### src/rtl/boot_cycle_counter_pkg.sv
package boot_cycle_counter_pkg;

   // Decision taken by the write qualifier for the current cycle
   typedef enum logic [1:0] {
      WK_IDLE   = 2'd0,
      WK_PRESET = 2'd1,
      WK_DATA   = 2'd2
   } wr_kind_e;

endpackage

### src/rtl/bcc_wr_qual.sv
module bcc_wr_qual
   import boot_cycle_counter_pkg::*;
#(
   parameter bit USE_PRESET = 1'b1
) (
   input  logic     clk,
   input  logic     rst_n,
   input  logic     wr_en,
   output wr_kind_e wr_kind,
   output logic     first_done
);

   logic done_q;

   always_ff @(posedge clk) begin
      if (!rst_n)      done_q <= 1'b0;
      else if (wr_en)  done_q <= 1'b1;
   end

   assign first_done = done_q;

   generate
      if (USE_PRESET) begin : g_subst
         always_comb begin
            if (!wr_en)       wr_kind = WK_IDLE;
            else if (!done_q) wr_kind = WK_PRESET;
            else              wr_kind = WK_DATA;
         end
      end else begin : g_plain
         always_comb wr_kind = wr_en ? WK_DATA : WK_IDLE;
      end
   endgenerate

   // Once set, the flag stays set until reset
   AST_FLAG_STICKY: assert property (@(posedge clk) disable iff (!rst_n)
      done_q |=> done_q);

   AST_FLAG_SETS: assert property (@(posedge clk) disable iff (!rst_n)
      wr_en |=> done_q);

endmodule

### src/rtl/bcc_count_core.sv
module bcc_count_core
   import boot_cycle_counter_pkg::*;
#(
   parameter int unsigned          WIDTH  = 32,
   parameter logic [WIDTH-1:0]     PRESET = '0
) (
   input  logic             clk,
   input  logic             rst_n,
   input  logic             tick_en,
   input  wr_kind_e         wr_kind,
   input  logic [WIDTH-1:0] wr_data,
   output logic [WIDTH-1:0] count
);

   localparam logic [WIDTH-1:0] ONE = WIDTH'(1);

   logic [WIDTH-1:0] cnt_q;
   logic [WIDTH-1:0] cnt_inc;

   assign cnt_inc = cnt_q + ONE;

   always_ff @(posedge clk) begin
      if (!rst_n) begin
         cnt_q <= '0;
      end else begin
         unique case (wr_kind)
            WK_PRESET: cnt_q <= PRESET;
            WK_DATA:   cnt_q <= wr_data;
            default:   if (tick_en) cnt_q <= cnt_inc;
         endcase
      end
   end

   assign count = cnt_q;

   AST_COUNT_STEP: assert property (@(posedge clk) disable iff (!rst_n)
      (wr_kind == WK_IDLE && tick_en) |=> cnt_q == $past(cnt_q) + ONE);

   AST_COUNT_HOLD: assert property (@(posedge clk) disable iff (!rst_n)
      (wr_kind == WK_IDLE && !tick_en) |=> $stable(cnt_q));

   AST_WRAP_ZERO: assert property (@(posedge clk) disable iff (!rst_n)
      (wr_kind == WK_IDLE && tick_en && &cnt_q) |=> cnt_q == '0);

endmodule

### src/rtl/boot_cycle_counter.sv
module boot_cycle_counter
   import boot_cycle_counter_pkg::*;
#(
   parameter int unsigned      WIDTH       = 32,
   parameter bit               USE_PRESET  = 1'b1,
   parameter logic [WIDTH-1:0] BOOT_PRESET = 32'h0013_6A40
) (
   input  logic             clk,
   input  logic             rst_n,
   input  logic             tick_en,
   input  logic             wr_en,
   input  logic [WIDTH-1:0] wr_data,
   output logic [WIDTH-1:0] rd_data
);

   generate
      if (WIDTH < 2 || WIDTH > 64) begin : g_bad_width
         $error("boot_cycle_counter: WIDTH must lie in 2..64");
      end
   endgenerate

   wr_kind_e kind;
   logic     first_done;

   bcc_wr_qual #(
      .USE_PRESET (USE_PRESET)
   ) u_qual (
      .clk        (clk),
      .rst_n      (rst_n),
      .wr_en      (wr_en),
      .wr_kind    (kind),
      .first_done (first_done)
   );

   bcc_count_core #(
      .WIDTH  (WIDTH),
      .PRESET (BOOT_PRESET)
   ) u_core (
      .clk     (clk),
      .rst_n   (rst_n),
      .tick_en (tick_en),
      .wr_kind (kind),
      .wr_data (wr_data),
      .count   (rd_data)
   );

   generate
      if (USE_PRESET) begin : g_chk_subst
         AST_FIRST_PRESET: assert property (@(posedge clk) disable iff (!rst_n)
            (wr_en && !first_done) |=> rd_data == BOOT_PRESET);
      end else begin : g_chk_plain
         AST_FIRST_PLAIN: assert property (@(posedge clk) disable iff (!rst_n)
            (wr_en && !first_done) |=> rd_data == $past(wr_data));
      end
   endgenerate

   AST_LATER_DATA: assert property (@(posedge clk) disable iff (!rst_n)
      (wr_en && first_done) |=> rd_data == $past(wr_data));

   AST_RESET_ZERO: assert property (@(posedge clk)
      (rst_n && $past(!rst_n)) |-> rd_data == '0);

endmodule

### config.mk
export PLATFORM = sky130hd
export DESIGN_NAME = boot_cycle_counter
export DESIGN_NICKNAME = d
export VERILOG_FILES = /design/src/rtl/boot_cycle_counter_pkg.sv /design/src/rtl/bcc_wr_qual.sv /design/src/rtl/bcc_count_core.sv /design/src/rtl/boot_cycle_counter.sv
export SDC_FILE = /design/constraint.sdc
export NUM_CORES = 1
export LEC_CHECK = 0
export CAP_MARGIN = 20
export CORE_MARGIN = 3
export CORE_UTILIZATION = 40
export DETAILED_ROUTE_END_ITERATION = 8
export DONT_BUFFER_PORTS = 1
export SLEW_MARGIN = 20
export SYNTH_ARGS = -nofsm -noshare
export SYNTH_HDL_FRONTEND = slang
export SYNTH_SLANG_ARGS = --single-unit
### constraint.sdc
create_clock -name clk -period 1.8 [get_ports clk]
set_input_delay 0.27 -clock clk [delete_from_list [all_inputs] [get_ports clk]]
set_output_delay 0.27 -clock clk [all_outputs]
set_load 0.01 [all_outputs]
* After elaboration in Yosys (flattened, before gate mapping) *
Index checks and enable logic that the tools add are counted.

cells by class
  add/sub/neg operators = 1
  equality and inequality tests = 2
  multiplexer cells = 4
  reductions and logical operators = 1

operators by type and width
  cell                                                             number
  32-bit case mux with 2 select lines                              1
  32-bit by 1-bit adder with 32-bit output, second input constant  1
  32-bit 2-to-1 mux                                                1
  2-bit 2-to-1 mux                                                 2
  3-bit nonzero test                                               1
  2-bit by 1-bit == test with 1-bit output, second input constant  1
  2-bit == test, second input constant                             1

storage, ports and cells
  flip-flop bits (word level) = 33
  output and inout port bits = 32

* Logic depth before layout (Yosys ltp) *
  depth in word-level cells = 4
  gate-level depth with buffers = 6

* Hierarchy *
A second synthesis with hierarchy kept.

unflattened totals
  cell total of the unflattened synthesis = 279
  area total of the unflattened synthesis = 2123.3 um^2

modules (own cells, without submodules)
  module          instances  cells an instance  area each (um^2)
  bcc_count_core  1          275                2079.5
  bcc_wr_qual     1          4                  43.8

* Worst setup path before layout *
Ideal clock, no wire load.

  kind = reg-to-reg
  start point = register u_core.cnt_q[0] (netlist: u_core.count[0])
  end point = register u_core.cnt_q[22] (netlist: u_core.count[22])
  setup time = 0.070 ns
  data arrival time = 1.641 ns
  setup slack = 0.089 ns
  stages on the path, launching flop included = 7
  path through = dfxtp_1 > ha_1 > nand4_2 > nor2_1 > a41oi_1 > a311o_1 > a21oi_1

between the ends
  word-level cells in the longest chain between the ends = 3

ends and longest elaborated chain
  item                                      RTL line              RTL
  from (decl)                               bcc_count_core.sv:17  logic [WIDTH-1:0] cnt_q;
  from (signal assigned)                    bcc_count_core.sv:28  WK_DATA: cnt_q <= wr_data;
  from (signal assigned)                    bcc_count_core.sv:29  default: if (tick_en) cnt_q <= cnt_inc;
  32-bit by 1-bit adder with 32-bit output  bcc_count_core.sv:20  assign cnt_inc = cnt_q + ONE;
  32-bit 2-to-1 mux                         bcc_count_core.sv:29
  32-bit case mux with 2 select lines       bcc_count_core.sv:26  unique case (wr_kind)

Every way passes these cells. The select of a mux whose other input is x is not followed.
A chain may end at the register's enable or synchronous reset.

* Final worst setup path *
  start point = register u_core.cnt_q[0] (netlist: u_core.count[0])
  end point = register u_core.cnt_q[24] (netlist: u_core.count[24])

The elaborated chain is that of the path after synthesis.

==> impl_metrics.py <==
metrics = {
    "logic_synthesis": {
        "synth_edf_count": 0,
        "yosys_warnings": 0,
        "synthesis.area_sq_mm": 0.002021,
        "synth.area.top_cells": "dfxtp_1 (33%), nand2_1 (9.8%), xor2_1 (6.9%)",
        "syn_nets": 298,
        "syn_area_per_cell_sq_um": 7.742,
        "synth.distinct_cells": 39,
        "synth_top_flop_cell": "dfxtp_1",
        "yosys.area.top_type": "dfxtp_1",
        "async_reset_ff_share_pct": 0,
        "synth_seq_area_share_pct": 32.69,
        "synth.ff_latch_count": 33,
        "yosys.area.top_type_share_pct": 32.69,
        "synth_cells": 261,
    },
    "setup_path": {
        "crit_end": "u_core.count[24]$_SDFFE_PN0P_",
        "crit_path_end_kind": "register",
        "reg2reg_from": "u_core.count[0]$_SDFFE_PN0P_",
        "crit_family": "simple AND/OR/NAND/NOR gates",
        "startpoint": "u_core.count[0]$_SDFFE_PN0P_",
        "reg2reg_slack_ps": 130,
        "path_cells": "ha_1, nand4_4, nor4_4, buf_4, nand4_1, xor2_1, a21oi_1",
        "critPathRequiredTime_ps": 2020,
        "critical_path_depth": 7,
        "critPathMaxStageDelay_ps": 340,
        "start_kind": "register",
        "worst-path-max-fanout": 5,
        "reg2regPathDepth": 7,
        "crit_type": "reg -> reg",
        "cp.arrival_ps": 1890,
        "slowest_stage": "dfxtp_1",
        "crit_buf_inv": 1,
        "reg2reg_to": "u_core.count[24]$_SDFFE_PN0P_",
    },
    "clocking": {
        "cts_buffers": 5,
        "cts_tree": "yes",
        "cts.path.max_buffers": 2,
        "cts_hold_buf": 0,
        "clock_latency_ps": 290,
        "clk_pin_slew_ps": 70,
        "ctsHtreeMaxLevel": 2,
        "cts_sinks": 33,
        "cts_root_buf": "clkbuf_8",
    },
    "power": {
        "p_seq_share_pct": 50.3,
        "p_int_mw": 1.164,
        "swShare_pct": 26.10,
        "power_switching_mw": 0.4109,
        "p_clk_share_pct": 35.5,
        "vdd_ir_drop_max_uv": 361.3,
        "leakagePower_nw": 0.9636,
        "p_per_area_mw_per_mm2": 652.3,
        "power_frac_comb_pct": 14.2,
    },
    "floorplanning": {
        "rows": 25,
        "dieWidth_um": 77.08,
        "start_util_pct": 41.95,
        "die_y_um": 77.08,
        "die_area_sq_mm": 0.005941,
        "core_sq_mm": 0.004817,
        "io_pins": 68,
    },
    "detailed_routing": {
        "antenna_left": 0,
        "avgRoutedWirePerCell_um": 16.92,
        "route.detailed.drc": 0,
        "wl_mm": 6.040,
        "drtIter0Drc": 104,
        "vias_per_cell": 5.723,
        "num_vias": 2043,
        "first_pass_iters": 4,
    },
    "grt": {
        "grt-ovfl-total": 0,
        "met3_usage_pct": 8.803,
        "met1_usage_pct": 25.04,
        "grt_pass1_vias": 2009,
        "grt-busiest-layer": "met2",
        "grt_pass1_wl_mm": 9.901,
        "use_met2_pct": 34.84,
        "grt_max_degree": 32,
        "antenna_found_initial": 0,
        "grtUsageTotal_pct": 21.23,
    },
    "final_layout": {
        "drive_above_1_share_pct": 17.93,
        "final_util_pct": 50.10,
        "final_cells": 357,
        "layout_common_cells": "nand2_1 (53), buf_4 (35), dfxtp_1 (33), a21oi_1 (26), o21ai_0 (19)",
        "diodes": 0,
        "n_fill_cell": 498,
        "area_growth_syn_to_layout_pct": 19.44,
        "final_common_cell": "nand2_1",
        "register_area_sq_um": 660.6,
        "nets": 327,
        "fin_area_sq_mm": 0.002414,
        "multi_input_area_sq_mm": 0.001309,
    },
    "timing": {
        "max_freq_mhz": 597.2,
        "fin_tns_setup_ps": 0,
        "final_max_slew_viol_count": 0,
        "hold_ws_ps": 92.87,
        "period_needed_ps": 1674,
        "relSlewSlack_pct": 63.90,
        "setup_violations": 0,
        "tightest_slew_ps": 541.5,
        "rsz0062_at_grt": "false",
        "hold_viol": 0,
        "period_share_pct": 93.02,
        "skew_ps": 5.604,
    },
    "min_path": {
        "hold_class": "in -> reg",
    },
    "placement": {
        "placed_area_sq_mm": 0.002308,
        "dp.cells": 349,
        "place_congestion": 0.8687,
        "portBuffers": 0,
        "hpwl_mm": 4.470,
    },
    "run": {
        "max_cap_viol_count": 0,
    },
    "status": {
        "status": "completed",
    },
}
==> worst register-to-register path: stages (launching register included) <==
cell and delay, ps:
dfxtp_1 340, ha_1 250, nand4_4 160, nor4_4 290
buf_4 180, nand4_1 100, xor2_1 160, a21oi_1 130
==> synth_stat cells, types with 6 or more instances <==
cell type	number
a21oi_1	26
and2_1	6
o21ai_0	19
nor2_1	12
and3_1	7
dfxtp_1	33
clkbuf_1	10
nand3_1	7
nor3_1	9
nand4_1	13
xor2_1	16
nand2_1	53
==> power by group through the flow <==
stage / combinational, mW / clock, mW / sequential, mW
floorplan: 0.127 / 0 / 0.836
global placement: 0.221 / 0 / 0.806
detailed placement: 0.223 / 0 / 0.807
CTS: 0.225 / 0.576 / 0.791
global route: 0.250 / 0.618 / 0.795
finish: 0.224 / 0.559 / 0.792
==> how the worst min path moves through the flow <==
stage                      startpoint                        endpoint  slack (ps)  cells past startpoint
after floorplan           wr_data[26]   u_core.count[26]$_SDFFE_PN0P_         380                      1
after global placement          wr_en  u_qual.first_done$_SDFFE_PN0P_         380                      1
after detailed placement        wr_en  u_qual.first_done$_SDFFE_PN0P_         390                      1
after CTS                       wr_en  u_qual.first_done$_SDFFE_PN0P_          90                      1
after global routing            rst_n   u_core.count[19]$_SDFFE_PN0P_          80                      2
final                           rst_n   u_core.count[19]$_SDFFE_PN0P_          90                      2
==> final cells by class <==
class	count	area share [%]
inverter	3	0.4666
multi-input combinational	212	54.23
tap	67	3.473
clock buffer	7	3.577
sequential	33	27.37
timing repair buffer	35	10.89
==> sequential cells by signal (all words and copies together) (netlist names) <==
register and count:
u_core.count 32, u_qual.first_done 1
==> what timing repair did <==
item,CTS,global route
gates resized for setup,0,2
setup buffers,0,1
setup endpoints to repair,0,7
==> metrics by stage <==
step	worst slack, ps	total power, mW
floorplan	89.26	0.9634
global placement	99.86	1.028
detailed placement	58.26	1.031
CTS	43.16	1.591
global route	21.79	1.664
finish	125.6	1.574
==> per-layer routing <==
metal	part of all wire, %	vias to the layer above
li1	-	1002
met1	43	964
met2	48	66
met3	7.5	11
met4	1.8	0
met5	0	-
==> logic make-up after synthesis <==
family	after synthesis	share of synthesized area, %
mux	3	1.486
flops	33	32.69
compound gates	67	19.88
xor+xnor	20	8.668
buf+inv	16	3.096
simple gates	121	33.56
fa+ha+maj	1	0.6191
Note: power is estimated with default switching activity, not from simulation.
